## src/rtl/clkpm_pkg.sv

```systemverilog
package clkpm_pkg;

   typedef enum logic [1:0] {
      PM_RUN    = 2'd0,
      PM_IDLE   = 2'd1,
      PM_SLIDLE = 2'd2,
      PM_STOP   = 2'd3
   } pm_state_e;

   typedef enum logic [1:0] {
      SRC_FIN  = 2'd0,
      SRC_SLOW = 2'd1,
      SRC_PLL  = 2'd2
   } src_e;

   localparam int unsigned ADDR_W = 2;
   localparam logic [ADDR_W-1:0] A_CTRL   = 2'd0;
   localparam logic [ADDR_W-1:0] A_SLOW   = 2'd1;
   localparam logic [ADDR_W-1:0] A_LOCK   = 2'd2;
   localparam logic [ADDR_W-1:0] A_PLLCFG = 2'd3;

   // control-register bits with fixed meaning
   localparam int unsigned B_STOP  = 0;
   localparam int unsigned B_IDLE  = 2;
   localparam int unsigned B_PERIPH = 3;

endpackage

```

## src/rtl/clkpm_regs.sv

```systemverilog
module clkpm_regs
   import clkpm_pkg::*;
#(
   parameter int unsigned N_PERIPH = 12,
   parameter int unsigned DIV_W    = 4,
   parameter int unsigned LOCK_W   = 16,
   parameter int unsigned CFG_W    = 20,
   parameter int unsigned DW       = 20,
   parameter logic [N_PERIPH+2:0] CTRL_RST = 15'h7ff8,
   parameter logic [DIV_W-1:0]    DIV_RST  = 4'h9,
   parameter logic [LOCK_W-1:0]   LOCK_RST = 16'hfff6,
   parameter logic [CFG_W-1:0]    CFG_RST  = 20'h38080
) (
   input  logic                   clk_i,
   input  logic                   rst_ni,
   input  logic                   wr_i,
   input  logic [ADDR_W-1:0]      addr_i,
   input  logic [DW-1:0]          wdata_i,
   input  logic                   irq_i,
   input  logic                   locked_i,
   output logic [N_PERIPH+2:0]    ctrl_o,
   output logic [DIV_W-1:0]       div_o,
   output logic                   slow_sel_o,
   output logic                   pll_off_o,
   output logic [LOCK_W-1:0]      lock_o,
   output logic [CFG_W-1:0]       cfg_o,
   output logic                   cfg_done_o,
   output logic [DW-1:0]          rdata_o
);

   localparam int unsigned CTRL_W = N_PERIPH + 3;
   localparam int unsigned SLOW_W = DIV_W + 2;
   localparam int unsigned SEL_B  = DIV_W;
   localparam int unsigned OFF_B  = DIV_W + 1;

   initial begin : p_elab
      assert (CTRL_W <= DW && SLOW_W <= DW && LOCK_W <= DW && CFG_W <= DW)
         else $error("clkpm_regs: a register is wider than the data bus");
      assert (DIV_W >= 1 && N_PERIPH >= 1)
         else $error("clkpm_regs: divider and peripheral counts must be nonzero");
   end

   logic [CTRL_W-1:0] ctrl_q, ctrl_n;
   logic [DIV_W-1:0]  div_q;
   logic              sel_q, off_q, cfgd_q;
   logic [LOCK_W-1:0] lock_q;
   logic [CFG_W-1:0]  cfg_q;
   logic              wr_ctrl, wr_slow;

   assign wr_ctrl = wr_i && (addr_i == A_CTRL);
   assign wr_slow = wr_i && (addr_i == A_SLOW);

   always_comb begin
      ctrl_n = ctrl_q;
      if (wr_ctrl) ctrl_n = wdata_i[CTRL_W-1:0];
      if (irq_i)   ctrl_n[B_IDLE] = 1'b0;
   end

   always_ff @(posedge clk_i or negedge rst_ni) begin
      if (!rst_ni) begin
         ctrl_q <= CTRL_RST;
         div_q  <= DIV_RST;
         sel_q  <= 1'b0;
         off_q  <= 1'b0;
         lock_q <= LOCK_RST;
         cfg_q  <= CFG_RST;
         cfgd_q <= 1'b0;
      end else begin
         ctrl_q <= ctrl_n;
         if (wr_slow) begin
            div_q <= wdata_i[DIV_W-1:0];
            if (sel_q) off_q <= wdata_i[OFF_B];
            if (wdata_i[SEL_B] || locked_i) sel_q <= wdata_i[SEL_B];
         end
         if (wr_i && addr_i == A_LOCK) lock_q <= wdata_i[LOCK_W-1:0];
         if (wr_i && addr_i == A_PLLCFG) begin
            cfg_q  <= wdata_i[CFG_W-1:0];
            cfgd_q <= 1'b1;
         end
      end
   end

   always_comb begin
      rdata_o = '0;
      case (addr_i)
         A_CTRL:  rdata_o[CTRL_W-1:0] = ctrl_q;
         A_SLOW:  rdata_o[SLOW_W-1:0] = {off_q, sel_q, div_q};
         A_LOCK:  rdata_o[LOCK_W-1:0] = lock_q;
         default: rdata_o[CFG_W-1:0]  = cfg_q;
      endcase
   end

   assign ctrl_o     = ctrl_q;
   assign div_o      = div_q;
   assign slow_sel_o = sel_q;
   assign pll_off_o  = off_q;
   assign lock_o     = lock_q;
   assign cfg_o      = cfg_q;
   assign cfg_done_o = cfgd_q;

   // PLL power bit moves only under slow selection
   a_r6_off_needs_slow: assert property (@(posedge clk_i) disable iff (!rst_ni)
      !$stable(off_q) |-> $past(sel_q));
   // slow selection drops only with lock reported
   a_r7_clear_needs_lock: assert property (@(posedge clk_i) disable iff (!rst_ni)
      $fell(sel_q) |-> $past(locked_i));
   // interrupt leaves no idle request behind
   a_r12_irq_clears_idle: assert property (@(posedge clk_i) disable iff (!rst_ni)
      irq_i |=> !ctrl_q[B_IDLE]);

endmodule

```

## src/rtl/clkpm_lock.sv

```systemverilog
module clkpm_lock #(
   parameter int unsigned        LOCK_W   = 16,
   parameter logic [LOCK_W-1:0]  LOCK_RST = 16'hfff6
) (
   input  logic              clk_i,
   input  logic              rst_ni,
   input  logic              pwr_i,
   input  logic [LOCK_W-1:0] lock_val_i,
   output logic              locked_o
);

   initial begin : p_elab
      assert (LOCK_W >= 1) else $error("clkpm_lock: LOCK_W must be nonzero");
   end

   logic [LOCK_W-1:0] cnt_q;
   logic              prev_q;

   always_ff @(posedge clk_i or negedge rst_ni) begin
      if (!rst_ni) begin
         cnt_q  <= LOCK_RST;
         prev_q <= 1'b1;
      end else begin
         prev_q <= pwr_i;
         if (pwr_i && !prev_q)  cnt_q <= lock_val_i;
         else if (cnt_q != '0) cnt_q <= cnt_q - 1'b1;
      end
   end

   assign locked_o = pwr_i && prev_q && (cnt_q == '0);

   // lock is reported only after power has been up a full cycle
   a_r8_lock_after_power: assert property (@(posedge clk_i) disable iff (!rst_ni)
      $rose(locked_o) |-> $past(pwr_i));

endmodule

```

## src/rtl/clkpm_div.sv

```systemverilog
module clkpm_div
   import clkpm_pkg::*;
#(
   parameter int unsigned DIV_W       = 4,
   parameter bit          SYNC_SWITCH = 1'b1
) (
   input  logic             clk_i,
   input  logic             rst_ni,
   input  logic [DIV_W-1:0] div_val_i,
   input  logic             stop_i,
   input  src_e             want_i,
   output logic             tick_o,
   output src_e             sel_o
);

   localparam int unsigned CNT_W = DIV_W + 1;

   initial begin : p_elab
      assert (DIV_W >= 1) else $error("clkpm_div: DIV_W must be nonzero");
   end

   logic [CNT_W-1:0] cnt_q, last;
   logic             tick_raw;
   src_e             sel_q;

   assign last     = {div_val_i, 1'b0} - CNT_W'(1);
   assign tick_raw = (cnt_q == '0);

   always_ff @(posedge clk_i or negedge rst_ni) begin
      if (!rst_ni)                                cnt_q <= '0;
      else if (div_val_i == '0 || cnt_q >= last)  cnt_q <= '0;
      else                                        cnt_q <= cnt_q + 1'b1;
   end

   generate
      if (SYNC_SWITCH) begin : g_sync
         always_ff @(posedge clk_i or negedge rst_ni) begin
            if (!rst_ni)       sel_q <= SRC_FIN;
            else if (tick_raw) sel_q <= want_i;
         end
         // a source change lands only right after a tick
         a_r5_switch_on_tick: assert property (@(posedge clk_i) disable iff (!rst_ni)
            !$stable(sel_q) |-> $past(tick_raw));
      end else begin : g_direct
         always_ff @(posedge clk_i or negedge rst_ni) begin
            if (!rst_ni) sel_q <= SRC_FIN;
            else         sel_q <= want_i;
         end
      end
   endgenerate

   assign tick_o = tick_raw && !stop_i;
   assign sel_o  = sel_q;

endmodule

```

## src/rtl/clkpm_mode.sv

```systemverilog
module clkpm_mode
   import clkpm_pkg::*;
#(
   parameter int unsigned        CTRL_W      = 15,
   parameter logic [CTRL_W-1:0]  SLIDLE_CODE = 15'h0046
) (
   input  logic              clk_i,
   input  logic              rst_ni,
   input  logic              wr_ctrl_i,
   input  logic [CTRL_W-1:0] wdata_i,
   input  logic              irq_i,
   output pm_state_e         state_o
);

   initial begin : p_elab
      assert (CTRL_W > B_PERIPH) else $error("clkpm_mode: control register too narrow");
   end

   pm_state_e st_q, st_n;

   always_comb begin
      st_n = st_q;
      if (st_q == PM_RUN) begin
         if (wr_ctrl_i && !irq_i) begin
            if (wdata_i == SLIDLE_CODE) st_n = PM_SLIDLE;
            else if (wdata_i[B_STOP])   st_n = PM_STOP;
            else if (wdata_i[B_IDLE])   st_n = PM_IDLE;
         end
      end else if (irq_i) begin
         st_n = PM_RUN;
      end
   end

   always_ff @(posedge clk_i or negedge rst_ni) begin
      if (!rst_ni) st_q <= PM_RUN;
      else         st_q <= st_n;
   end

   assign state_o = st_q;

   // interrupt always returns a sleeping core to run
   a_r12_wake_to_run: assert property (@(posedge clk_i) disable iff (!rst_ni)
      (st_q != PM_RUN && irq_i) |=> st_q == PM_RUN);
   // slow-idle is reached only through the exact code
   a_r9_slidle_exact: assert property (@(posedge clk_i) disable iff (!rst_ni)
      (st_q == PM_RUN && wr_ctrl_i && wdata_i != SLIDLE_CODE) |=> st_q != PM_SLIDLE);

endmodule

```

## src/rtl/clkpm_top.sv

```systemverilog
module clkpm_top
   import clkpm_pkg::*;
#(
   parameter int unsigned N_PERIPH    = 12,
   parameter int unsigned DIV_W       = 4,
   parameter int unsigned LOCK_W      = 16,
   parameter int unsigned CFG_W       = 20,
   parameter int unsigned DW          = 20,
   parameter bit          SYNC_SWITCH = 1'b1,
   parameter logic [N_PERIPH+2:0] CTRL_RST    = 15'h7ff8,
   parameter logic [N_PERIPH+2:0] SLIDLE_CODE = 15'h0046,
   parameter logic [DIV_W-1:0]    DIV_RST     = 4'h9,
   parameter logic [LOCK_W-1:0]   LOCK_RST    = 16'hfff6,
   parameter logic [CFG_W-1:0]    CFG_RST     = 20'h38080
) (
   input  logic                 clk_i,
   input  logic                 rst_ni,
   input  logic                 wr_i,
   input  logic [1:0]           addr_i,
   input  logic [DW-1:0]        wdata_i,
   output logic [DW-1:0]        rdata_o,
   input  logic                 irq_i,
   output logic [CFG_W-1:0]     pll_cfg_o,
   output logic                 pll_pwr_o,
   output logic                 pll_locked_o,
   output logic [1:0]           main_sel_o,
   output logic                 slow_tick_o,
   output logic [1:0]           pm_state_o,
   output logic                 cpu_ce_o,
   output logic [N_PERIPH-1:0]  periph_ce_o
);

   localparam int unsigned CTRL_W = N_PERIPH + 3;

   logic [CTRL_W-1:0] ctrl;
   logic [DIV_W-1:0]  div_val;
   logic              slow_sel, pll_off, cfg_done, locked, pwr, tick;
   logic [LOCK_W-1:0] lock_val;
   pm_state_e         state;
   src_e              want, sel;

   clkpm_regs #(
      .N_PERIPH (N_PERIPH), .DIV_W (DIV_W), .LOCK_W (LOCK_W), .CFG_W (CFG_W), .DW (DW),
      .CTRL_RST (CTRL_RST), .DIV_RST (DIV_RST), .LOCK_RST (LOCK_RST), .CFG_RST (CFG_RST)
   ) u_regs (
      .clk_i      (clk_i),
      .rst_ni     (rst_ni),
      .wr_i       (wr_i),
      .addr_i     (addr_i),
      .wdata_i    (wdata_i),
      .irq_i      (irq_i),
      .locked_i   (locked),
      .ctrl_o     (ctrl),
      .div_o      (div_val),
      .slow_sel_o (slow_sel),
      .pll_off_o  (pll_off),
      .lock_o     (lock_val),
      .cfg_o      (pll_cfg_o),
      .cfg_done_o (cfg_done),
      .rdata_o    (rdata_o)
   );

   clkpm_mode #(.CTRL_W (CTRL_W), .SLIDLE_CODE (SLIDLE_CODE)) u_mode (
      .clk_i     (clk_i),
      .rst_ni    (rst_ni),
      .wr_ctrl_i (wr_i && addr_i == A_CTRL),
      .wdata_i   (wdata_i[CTRL_W-1:0]),
      .irq_i     (irq_i),
      .state_o   (state)
   );

   assign pwr = !pll_off && (state != PM_STOP);

   clkpm_lock #(.LOCK_W (LOCK_W), .LOCK_RST (LOCK_RST)) u_lock (
      .clk_i      (clk_i),
      .rst_ni     (rst_ni),
      .pwr_i      (pwr),
      .lock_val_i (lock_val),
      .locked_o   (locked)
   );

   always_comb begin
      if (slow_sel)                want = SRC_SLOW;
      else if (cfg_done && locked) want = SRC_PLL;
      else                         want = SRC_FIN;
   end

   clkpm_div #(.DIV_W (DIV_W), .SYNC_SWITCH (SYNC_SWITCH)) u_div (
      .clk_i     (clk_i),
      .rst_ni    (rst_ni),
      .div_val_i (div_val),
      .stop_i    (state == PM_STOP),
      .want_i    (want),
      .tick_o    (tick),
      .sel_o     (sel)
   );

   assign pll_pwr_o    = pwr;
   assign pll_locked_o = locked;
   assign main_sel_o   = sel;
   assign slow_tick_o  = tick;
   assign pm_state_o   = state;
   assign cpu_ce_o     = (state == PM_RUN);
   assign periph_ce_o  = (state == PM_STOP) ? '0 : ctrl[CTRL_W-1:B_PERIPH];

   // no lock can be reported while stopped
   a_r11_no_lock_in_stop: assert property (@(posedge clk_i) disable iff (!rst_ni)
      (state == PM_STOP) |-> !locked);

endmodule

```

## config.mk

```make
export PLATFORM = sky130hd
export DESIGN_NAME = clkpm_top
export DESIGN_NICKNAME = d
export VERILOG_FILES = /design/src/rtl/clkpm_pkg.sv /design/src/rtl/clkpm_regs.sv /design/src/rtl/clkpm_lock.sv /design/src/rtl/clkpm_div.sv /design/src/rtl/clkpm_mode.sv /design/src/rtl/clkpm_top.sv
export SDC_FILE = /design/constraint.sdc
export NUM_CORES = 1
export LEC_CHECK = 0
export ABC_AREA = 1
export BUFFER_PORTS_ARGS = -buffer_cell sky130_fd_sc_hd__buf_2
export CAP_MARGIN = 5
export CELL_PAD_IN_SITES_DETAIL_PLACEMENT = 1
export CELL_PAD_IN_SITES_GLOBAL_PLACEMENT = 1
export CORE_MARGIN = 2
export CORE_UTILIZATION = 41
export DETAILED_ROUTE_END_ITERATION = 8
export PLACE_DENSITY_LB_ADDON = 0.1
export SKIP_CTS_REPAIR_TIMING = 1
export SYNTH_ARGS = -nofsm -noshare
export SYNTH_HDL_FRONTEND = slang
export SYNTH_HIERARCHICAL = 1
export SYNTH_SLANG_ARGS = --single-unit
```

## constraint.sdc

```tcl
create_clock -name clk_i -period 2.04 [get_ports clk_i]
set_clock_uncertainty 0.15 [all_clocks]
set_input_delay 0.51 -clock clk_i [delete_from_list [all_inputs] [get_ports clk_i]]
set_output_delay 0.51 -clock clk_i [all_outputs]
set_load 0.05 [all_outputs]
```

-- Word-level counts from Yosys, hierarchy flattened
Index checks and enable logic that the tools add are counted.
- input bits: 26
- register bits after elaboration: 84
- equal/unequal tests: 8
- add/sub/neg operators: 3
- reductions and logical operators: 31
- $lt $le $gt $ge: 1
- multiplexer cells: 18
- operators by type and width (cell ; count):
    16-bit two-way mux ; 2
    9-bit one-hot mux with 3 select lines ; 1
    6-bit one-hot mux with 3 select lines ; 1
    16-bit zero test ; 1
    2-bit two-way mux ; 8
    16-bit nonzero test ; 1
    16-bit by 1-bit subtractor with 16-bit output (second input constant) ; 1
    15-bit by 7-bit equality test with 1-bit output (second input constant) ; 1
    12-bit two-way mux ; 1
    1-bit logical AND ; 11
    2-bit equality test (second input constant) ; 3
    2-bit nonzero test ; 3
    5-bit by 1-bit adder with 5-bit output (second input constant) ; 1
    5-bit >= comparator ; 1
    5-bit zero test ; 1
    5-bit two-way mux ; 1
    5-bit by 1-bit subtractor with 5-bit output (second input constant) ; 1
    1-bit zero test ; 4
    2-bit zero test ; 2
    4-bit zero test ; 1
    4-bit two-way mux ; 1
    4-bit by 3-bit inequality test with 1-bit output (second input constant) ; 1
    2-bit AND reduction ; 2
    3-bit two-way mux ; 1
    other kinds (9) ; 10

-- Logic depth before layout (Yosys ltp)
- word-level depth: 7
- mapped depth: 10

-- Modules after synthesis
Netlist, hierarchy kept.
- by module, submodules not included (module ; cells an instance ; seq. area each (um^2) ; area an instance (um^2) ; times used):
    clkpm_regs ; 329 ; 1491.4 ; 2678.8 ; 1
    clkpm_lock ; 172 ; 444.2 ; 1183.6 ; 1
    clkpm_div ; 69 ; 175.2 ; 519.2 ; 1
    clkpm_mode ; 42 ; 50.0 ; 227.7 ; 1
    clkpm_top ; 35 ; 0.0 ; 173.9 ; 1

-- Worst setup path before layout
No wires, ideal clock.
- path kind: reg-to-output
- start: reg u_mode.st_q[0] (netlist: u_mode/state_o[0])
- end: out pll_locked_o
- buffers on the path: 0
- path slack: -1.209 ns
- cell stages (with the launch flop): 4
- required time: 1.380 ns
- arrival: 2.589 ns
- cell sequence: dfrtp_1 -> a21oi_1 -> nand2_1 -> nor2_1
- cells in the longest elaborated chain, start to end: 4
- ends and longest elaborated chain (item ; RTL line ; text):
    start: declaration ; clkpm_mode.sv:19 ; pm_state_e st_q, st_n;
    start signal: assignment ; clkpm_mode.sv:36 ; else st_q <= st_n;
    2-bit inequality test ; clkpm_top.sv:72 ; assign pwr = !pll_off && (state != PM_STOP);
    1-bit logical AND ; clkpm_top.sv:72 ;
    via pll_pwr_o ; clkpm_top.sv:24 ; output logic pll_pwr_o,
    1-bit logical AND (2 in a row) ; clkpm_lock.sv:30 ; assign locked_o = pwr_i && prev_q && (cnt_q == '0);
    end: declaration ; clkpm_top.sv:25 ; output logic pll_locked_o,
The timed path passes the listed nets, and every way through them passes these cells.

-- Worst setup path after layout
- start: reg u_lock.cnt_q[0]
- end: out pll_locked_o
- cells in the longest elaborated chain, start to end: 2
- ends and longest elaborated chain (item ; RTL line ; text):
    start: declaration ; clkpm_lock.sv:16 ; logic [LOCK_W-1:0] cnt_q;
    start signal: assignment ; clkpm_lock.sv:25 ; if (pwr_i && !prev_q) cnt_q <= lock_val_i;
    start signal: assignment ; clkpm_lock.sv:26 ; else if (cnt_q != '0) cnt_q <= cnt_q - 1'b1;
    16-bit zero test ; clkpm_lock.sv:30 ;
    1-bit logical AND ; clkpm_lock.sv:30 ;
Every way passes these cells.

==> results_dict.tcl <==
set metrics [dict create \
    outcome "finished with violations" \
    violations "setup timing" \
    crit_required_ns 1.38 \
    routed_wl_um 16300 \
    slew_headroom_pct 72.8 \
    clk_latency_ns 0.35 \
    regArea_um2 2170 \
    initial_utilization_pct 41.9 \
    drv_slew 0 \
    cp.arrival_ns 1.62 \
    end_kind "primary output" \
    power_w 0.00876 \
    grt_pass1_wl_um 25300 \
    power.density_nw_per_um2 1340 \
    fin_area_um2 6540 \
    fillers 1454 \
    ir_worst_vdd_uv 773 \
    rsz0062_at_grt "true" \
    startpoint_type "flop" \
    period_share_pct 112 \
    h-tree-depth 3 \
    grtUsageTotal_pct 25.5 \
    fp.coreArea_um2 11400 \
    avgViaCountPerCell 5.20 \
    hold_viol 0 \
    dieWidth_um 112 \
    path_class "flop to primary output" \
    dp_hpwl_um 11700 \
    hold_path.class "input port to flop" \
    syn_area_per_cell_um2 7.39 \
    gp_congestion 0.852 \
    setup_violations 13 \
    clkTransAtPathRegs_ns 0.06 \
    ant_nets 0 \
    num_rows 39 \
    first_iter_violations 297 \
    layout_min_cycle_time_ns 2.28 \
    p_leak_nw 3.32 \
    cts_tree "done" \
    holdWs_ns 0.238 \
    multi_input_area_um2 2440 \
    drcViolationCount 0 \
    synth_seq_area_share_pct 45.2 \
    clockRootBuffer "clkbuf_16" \
    yosys_warnings 6 \
    dieArea_um2 12500 \
    grt_antenna_before_repair 0 \
    num_antenna_cells 0 \
    tightest_slew_ns 0.408 \
    crit_fanout 2 \
    drv_cap 0 \
    grt_max_degree 36 \
    ys_types 33 \
    ys_ff_latch 84 \
    fin_nets 819 \
    cts.sink_count 84 \
    die_y_um 112 \
    drt_pass1_iterations 4 \
    ios 86 \
    fmax_mhz 439 \
    preCtsSetupSlack_ns -0.161 \
    overflow 0 \
    syn_inst 647 \
    io_buffers 85 \
    place_area_um2 5750 \
    finalWorstSetupSlack_ns -0.236 \
    syn_nets 682 \
    num_vias 4851 \
    netlist_area_um2 4780 \
    drive_above_1_share_pct 36.6 \
    area_delta_synth_final_pct 36.7 \
    wire_per_inst_um 17.5 \
    clockBufferDepth 2 \
    cts_buffers 9 \
    first_global_vias 5017 \
]
## kinds of logic (layout without fill, tap and decap cells)
family          after synthesis  after routing  synth area share, %
compound gates               69             69                 7.53
xor+xnor                      4              4                0.732
fa+ha+maj                     9              9                 2.35
buf+inv                     102            242                 9.00
flops                        84             84                 45.2
simple gates                379            381                 35.2
## cell type report
| cell class | count | share of cell area (%) |
|---|---|---|
| multi-input combinational | 463 | 37.3 |
| sequential | 84 | 33.1 |
| timing repair buffer | 145 | 17.3 |
| inverter | 81 | 4.88 |
| clock buffer | 13 | 3.98 |
| tap | 143 | 2.74 |
| clock inverter | 3 | 0.670 |
## sequential cells by signal, indices dropped and copies added (netlist names)
register and cells:
u_regs/ctrl_o 15, u_mode/state_o 2, u_div/sel_o 2, u_lock/prev_q 1, u_regs/lock_o 16, u_regs/cfg_o 20
u_regs/slow_sel_o 1, u_lock/cnt_q 16, u_div/cnt_q 5, u_regs/div_o 4, u_regs/cfg_done_o 1, u_regs/pll_off_o 1
## path summary, 6_finish.rpt
path / start / endpoint / slack (ns) / cells after the start
worst max-delay path: u_lock/cnt_q[0] / pll_locked_o / -0.24 / 7
worst min register to register: u_regs/cfg_done_o / u_regs/cfg_done_o / 0.33 / 2
worst min-delay path: wdata_i[11] / u_regs/lock_o[11] / 0.24 / 3
max in group asynchronous: rst_ni / u_regs/cfg_o[16] / 0.66 / 3
worst max register to register: u_regs/div_o[0] / u_div/cnt_q[3] / 0.15 / 9
min in group asynchronous: rst_ni / u_lock/cnt_q[0] / 0.49 / 2
## where the power goes
group | leakage, nW | internal, W | total [W] | switching, W
clock network | 0.150 | 0.00102 | 0.00170 | 0.000678
registers | 0.945 | 0.00227 | 0.00271 | 0.000434
logic | 2.23 | 0.00163 | 0.00436 | 0.00273
## cell usage after synthesis
master	n	area, um2
buf_6	4	45.0
clkbuf_1	3	11.3
buf_4	1	7.51
nor2_2	6	37.5
dfstp_2	47	1230
nand3_1	55	275
a21oi_2	1	8.76
nand2_1	225	845
nand2_4	3	33.8
nor2_8	1	20.0
nand2_2	4	25.0
ha_1	9	113
inv_2	5	18.8
nand3_2	5	50.1
a21boi_0	1	7.51
nor2_1	54	203
a21oi_1	21	105
o21ai_2	1	8.76
nor2_4	4	45.0
clkinv_1	2	7.51
o21ai_0	15	75.1
o21ai_1	28	140
nand4_1	14	87.6
o21bai_1	2	15.0
or2_2	3	18.8
nand3b_1	1	7.51
xnor2_1	4	35.0
inv_1	74	278
nor3_1	3	15.0
buf_1	2	7.51
nand4_4	1	21.3
dfrtp_1	37	926
buf_2	11	55.1
## worst max-delay path, cell delays in order, from the launching register on
cell and delay (ns):
dfrtp_1 0.40, inv_2 0.09, ha_4 0.15, nand3_4 0.09, nor2_4 0.13, nand3_2 0.09
nor2_4 0.16, buf_8 0.17
## stage by stage
| step | instances | setup TNS (ns) | util (%) |
|---|---|---|---|
| 6_report | 932 | -0.818 | 57.3 |
| 5_1_grt | 932 | -1.23 | 57.3 |
| 4_1_cts | 915 | -4.06 | 53.0 |
| 3_5_place_dp | 899 | -1.95 | 50.4 |
| 3_3_place_gp | 899 | -1.67 | 50.4 |
| 2_1_floorplan | 647 | -0.200 | - |
## layer usage
layer / part of all wire [%] / track usage (%)
met4: 2.1 / 9.84
met5: 0 / 0
met1: 44 / 33.7
met2: 51 / 42.8
met3: 3.0 / 3.40
## cell usage in the layout (no fill, tap or decap), types with 13 or more instances in the layout
master / count
buf_2: 49
buf_4: 64
buf_6: 21
dfrtp_1: 32
dfstp_2: 47
inv_1: 68
nand2_1: 223
nand3_1: 45
nand3_2: 13
nand4_1: 14
nor2_1: 46
o21ai_0: 15
o21ai_1: 28
(Power assumes the default switching activity.)
